[config.mk]
export PLATFORM = sky130hd
export DESIGN_NAME = bilbo_reg
export DESIGN_NICKNAME = d
export VERILOG_FILES = /design/src/rtl/bilbo_pkg.sv /design/src/rtl/bilbo_mode_dec.sv /design/src/rtl/bilbo_feedback.sv /design/src/rtl/bilbo_cells.sv /design/src/rtl/bilbo_reg.sv
export SDC_FILE = /design/constraint.sdc
export NUM_CORES = 1
export LEC_CHECK = 0
export BUFFER_PORTS_ARGS = -buffer_cell sky130_fd_sc_hd__buf_2
export CORE_AREA = 10 10 47 49
export CTS_BUF_LIST = sky130_fd_sc_hd__clkbuf_8 sky130_fd_sc_hd__clkbuf_16
export CTS_CLUSTER_SIZE = 24
export DETAILED_ROUTE_END_ITERATION = 6
export DIE_AREA = 0 0 57 59
export HOLD_SLACK_MARGIN = 0.03
export PLACE_DENSITY = 0.67
export RECOVER_POWER = 100
export SYNTH_ARGS = -nofsm -noshare
export SYNTH_HDL_FRONTEND = slang
export SYNTH_SLANG_ARGS = --single-unit
[constraint.sdc]
create_clock -name clk -period 1.7 [get_ports clk]
set_clock_uncertainty 0.15 [all_clocks]
set_input_delay 0.34 -clock clk [delete_from_list [all_inputs] [get_ports clk]]
set_output_delay 0.34 -clock clk [all_outputs]
set_load 0.005 [all_outputs]
[src/rtl/bilbo_pkg.sv]
package bilbo_pkg;

    // Mode code presented on mode_i. The codes are fixed by the controller.
    typedef enum logic [1:0] {
        MODE_SCAN = 2'b00,
        MODE_GEN  = 2'b01,
        MODE_LOAD = 2'b10,
        MODE_SIG  = 2'b11
    } bilbo_mode_e;

    // Per-cycle datapath controls derived from the mode.
    typedef struct packed {
        logic chain;    // stage i takes the previous stage / head bit
        logic head_fb;  // head bit is feedback (1) or scan_i (0)
        logic mix_par;  // XOR parallel input into each stage
    } bilbo_ctl_t;

endpackage

[src/rtl/bilbo_mode_dec.sv]
module bilbo_mode_dec
    import bilbo_pkg::*;
(
    input  logic [1:0] mode_bits,
    output bilbo_mode_e mode,
    output bilbo_ctl_t ctl
);

    assign mode = bilbo_mode_e'(mode_bits);

    always_comb begin
        ctl = '0;
        unique case (mode)
            MODE_SCAN: begin
                ctl.chain   = 1'b1;
                ctl.head_fb = 1'b0;
                ctl.mix_par = 1'b0;
            end
            MODE_GEN: begin
                ctl.chain   = 1'b1;
                ctl.head_fb = 1'b1;
                ctl.mix_par = 1'b0;
            end
            MODE_LOAD: begin
                ctl.chain   = 1'b0;
                ctl.head_fb = 1'b0;
                ctl.mix_par = 1'b1;
            end
            MODE_SIG: begin
                ctl.chain   = 1'b1;
                ctl.head_fb = 1'b1;
                ctl.mix_par = 1'b1;
            end
        endcase
    end

endmodule

[src/rtl/bilbo_feedback.sv]
module bilbo_feedback #(
    parameter int          N    = 8,
    parameter logic [N-1:0] TAPS = 8'hB8
) (
    input  logic [N-1:0] state,
    output logic         fb
);

    logic [N:0] acc;

    assign acc[0] = 1'b0;

    // Only tapped stages get an XOR; the rest pass the partial sum through.
    for (genvar i = 0; i < N; i++) begin : g_tap
        if (TAPS[i]) begin : g_xor
            assign acc[i+1] = acc[i] ^ state[i];
        end else begin : g_pass
            assign acc[i+1] = acc[i];
        end
    end

    assign fb = acc[N];

endmodule

[src/rtl/bilbo_cells.sv]
module bilbo_cells
    import bilbo_pkg::*;
#(
    parameter int N = 8
) (
    input  logic [N-1:0] state,
    input  logic [N-1:0] par,
    input  logic         head,
    input  bilbo_ctl_t   ctl,
    output logic [N-1:0] nxt
);

    logic [N-1:0] prev;

    for (genvar i = 0; i < N; i++) begin : g_cell
        if (i == 0) begin : g_first
            assign prev[i] = head;
        end else begin : g_rest
            assign prev[i] = state[i-1];
        end
        assign nxt[i] = (ctl.chain & prev[i]) ^ (ctl.mix_par & par[i]);
    end

endmodule

[src/rtl/bilbo_reg.sv]
module bilbo_reg
    import bilbo_pkg::*;
#(
    parameter int           N    = 8,
    parameter logic [N-1:0] TAPS = 8'hB8
) (
    input  logic         clk,
    input  logic         rst_n,
    input  logic [1:0]   mode_i,
    input  logic [N-1:0] par_i,
    input  logic         scan_i,
    output logic [N-1:0] par_o,
    output logic         scan_o
);

    bilbo_mode_e  mode;
    bilbo_ctl_t   ctl;
    logic         fb;
    logic         head;
    logic [N-1:0] stage_q;
    logic [N-1:0] stage_d;

    bilbo_mode_dec u_dec (
        .mode_bits (mode_i),
        .mode      (mode),
        .ctl       (ctl)
    );

    bilbo_feedback #(
        .N    (N),
        .TAPS (TAPS)
    ) u_fb (
        .state (stage_q),
        .fb    (fb)
    );

    assign head = ctl.head_fb ? fb : scan_i;

    bilbo_cells #(
        .N (N)
    ) u_cells (
        .state (stage_q),
        .par   (par_i),
        .head  (head),
        .ctl   (ctl),
        .nxt   (stage_d)
    );

    // State register.
    always_ff @(posedge clk or negedge rst_n) begin
        if (!rst_n) begin
            stage_q <= '0;
        end else begin
            stage_q <= stage_d;
        end
    end

    // Outputs.
    always_comb begin
        par_o  = stage_q;
        scan_o = stage_q[N-1];
    end

endmodule

==> flow_results.org <==
** STA
- Final Slew Violations :: 0
- Setup violations remaining at the end of the flow were counted as 0.
- Maximum clock rate :: between 700 and 800 MHz
- Smallest hold slack :: 0.2178 ns
- Worst-Margin Slew :: between 0.4 and 0.5 ns
- Number of hold-slack violations in the final timing report :: 0
- Shortest clock period the worst path allows after layout :: 1.299 ns
- RSZ-0062 raised after global routing :: false
- Relative max-transition margin :: 0.6833
- Final critical-path share of the clock period :: 0.7642
- Adding up every negative setup slack in the final design gives 0 ns.

** Logic synthesis
- After synthesis the cells add up to about 420 µm².
- The number of nets in the synthesized netlist is 57.
- Cell taking the most area after synthesis :: sky130_fd_sc_hd__dfrtp_1
- By area the synthesized netlist is led by sky130_fd_sc_hd__dfrtp_1 (47%), sky130_fd_sc_hd__a32o_1 (12%), sky130_fd_sc_hd__o21ai_0 (8.3%).
- Number of distinct standard cells referenced by the synthesized netlist :: 14
- The synthesized design contains 8 register bits.
- Sequential cell area fraction in the yosys report :: 0.4720
- Gate count of the mapped netlist :: between 40 and 50
- Fraction of synthesized cell area taken by the top area cell type :: 0.4720
- For this run, the number of Yosys warnings is 0.
- Averaged over all synthesized cells, the footprint is 9.640 µm².

** Placed design
- At the end of routability-driven placement, the weighted congestion stood at 0.6554.
- In this run, placement finished with an instance count of 77.
- Buffers placed on the I/O ports in this run total 21.

** Cells and area
- The register with the most flip-flops in the layout has 8 of them.
- FILL cells :: 158
- After the last flow step, the layout net total stands at 80.
- Of the cells placed in the final design, the portion with a size suffix greater than 1 is 0.2615.
- In the layout the commonest cells are sky130_fd_sc_hd__buf_2 (13), sky130_fd_sc_hd__clkbuf_1 (8), sky130_fd_sc_hd__dfrtp_1 (8), sky130_fd_sc_hd__o21ai_0 (7).
- Area overhead of the layout relative to synthesis :: 33.92%
- N_diodes :: 0
- Commonest non-fill, non-tap cell in the layout :: sky130_fd_sc_hd__buf_2
- Finished Core Util :: 0.4054
- The finished layout holds ~80 standard cells, fillers aside.

** Flow run
- Max-Cap Viols :: 0

** Clocking
- Num CTS Buffers :: 3
- CTS built an H-tree with a depth of 1.
- Clock transition at path regs :: around 0.04 ns
- Buffers inserted during post-CTS setup optimization :: 0
- TritonCTS built the clock tree.
- CTS placed an instance of sky130_fd_sc_hd__clkbuf_8 at the clock tree root.
- For the worst-skew pair, the clock arrives at the later sink with an insertion delay of between 0.2 and 0.25 ns.
- Clock sinks :: 8
- Maximum buffer depth of the clock tree :: 2

** Route
- In the routed design, unresolved DRC markers number 0.
- For this block, the initial DRC count from the detailed router was 4.
- Wirelength, routed :: 1.121 mm
- Summing over every cut layer, the via total after detailed routing is 417.
- DR vias/cell :: 5.148
- The first TritonRoute pass finished after 4 iterations.
- Average wire per cell in the routed design :: 13.84 µm
- Once detail routing completed, the nets flagged for antenna violations numbered 0.

** Floorplanning
- For this design the top-level I/O count stands at 22.
- The total area inside the core boundary comes to 1401 µm².
- The die covers between 3000 and 4000 µm².
- The floorplan step set the die height to 59 µm.
- Initial core utilization :: 0.3027
- Width of the die :: 57 µm
- The initialized floorplan defines 14 standard-cell rows.

** Setup path
- Data arrival time of the critical path :: 1.32 ns
- For the worst flop-to-flop path, the logic depth is 4.
- By startpoint and endpoint, the worst setup path is classified as flop to flop.
- Data on the critical path is required at its endpoint by 1.72 ns.
- Of all nets on the critical path, the largest fanout is 4.
- Endpoint kind of the worst setup timing path :: flop
- Critical path startpoint category :: flop
- The worst register-to-register path has a setup slack of 0.40 ns.

** Global routing
- Maximum number of pins on one net before global-route repair :: 19
- The number of global-route vias before repair came to 414.
- Global routing finished with a remaining overflow of 0.
- Initial antenna violation count :: 0
- Gr usage total :: 0.06562
- The first global-routing pass estimated 1.752 mm of wire.

** Min path
- The tightest min-delay check is of the input pin to flop type.
- Counting instances, the worst hold path has a depth of 2.

** Power and ir drop
- VDD sags by at most roughly 0.47 mV.
- Total power for the finished layout comes to 0.0006635 W.
- The analysis attributes to cell leakage a power of 0.2460 nW.
- Pwr per Cell Area :: approximately 1200 nW/µm²

** Status
- Result of the run :: complete, no violations
per-layer routing:
layer / GRT usage / vias up / part of all wire
met5: 0 / - / 0
met4: 0.05034 / 0 / 0.025
met3: 0.03219 / 3 / 0.088
met2: 0.09302 / 17 / 0.42
met1: 0.07358 / 192 / 0.46
li1: - / 205 / -
critical path, stage by stage (launching register included):
cell                      delay (ns)
sky130_fd_sc_hd__dfrtp_1        0.41
sky130_fd_sc_hd__xnor2_1        0.20
sky130_fd_sc_hd__xnor2_1        0.12
sky130_fd_sc_hd__a211o_1        0.29
sky130_fd_sc_hd__nand3_2        0.06
logic make-up after synthesis:
group | count (synthesis) | synth area share
buffers and inverters | 5 | 0.06193
DFF | 8 | 0.4720
AOI/OAI and AO/OA | 18 | 0.2832
and+or+nand+nor | 10 | 0.1209
xor gates and xnor gates | 3 | 0.06196
synthesized netlist by cell type (all sizes together):
master	n
nand2	5
a21oi	4
dfrtp	8
a32o	5
a211o	1
xnor2	3
a31oi	1
nor3b	1
o21ai	7
inv	1
nand3	4
buf	4
area by class of cell:
type,count,area (µm²),area share
flip-flops and latches,8,200.2,0.3524
multi-input cells,31,197.7,0.3480
repair buffers,22,105.1,0.1850
clock buffers,3,41.29,0.07269
well taps,16,20.02,0.03524
inverters,1,3.754,0.006608
path summary, 6_finish.rpt:
path                       startpoint  endpoint
min                          par_i[3]  par_o[3]
max reg2reg                  par_o[5]  par_o[0]
min reg2reg                  par_o[1]  par_o[2]
max in group asynchronous       rst_n  par_o[7]
max                          par_o[5]  par_o[0]
min in group asynchronous       rst_n  par_o[3]
power by group:
group | internal [W] | total, W | switching (W)
sequential | 0.000230 | 0.000266 | 0.0000356
combinational | 0.0000878 | 0.000169 | 0.0000817
clock | 0.000153 | 0.000228 | 0.0000746
total | 0.000472 | 0.000663 | 0.000192
metrics by stage:
| stage | cell area (µm²) | setup slack (ns) |
|---|---|---|
| global placement | 526.8 | 0.4029 |
| floorplan | 424.2 | 0.4726 |
| detailed placement | 526.8 | 0.4116 |
| global route | 568.0 | 0.3059 |
| CTS | 578.1 | 0.3878 |
| finish | 568.0 | 0.4009 |
repair_timing:
item / 4_1_cts / 5_1_grt
hold endpoints to repair: 8 / 0
gates resized for setup: 0 / 0
endpoints found under the setup margin: 0 / 0
hold buffers: 1 / 0
No activity file was read; power rests on OpenSTA's default activity.
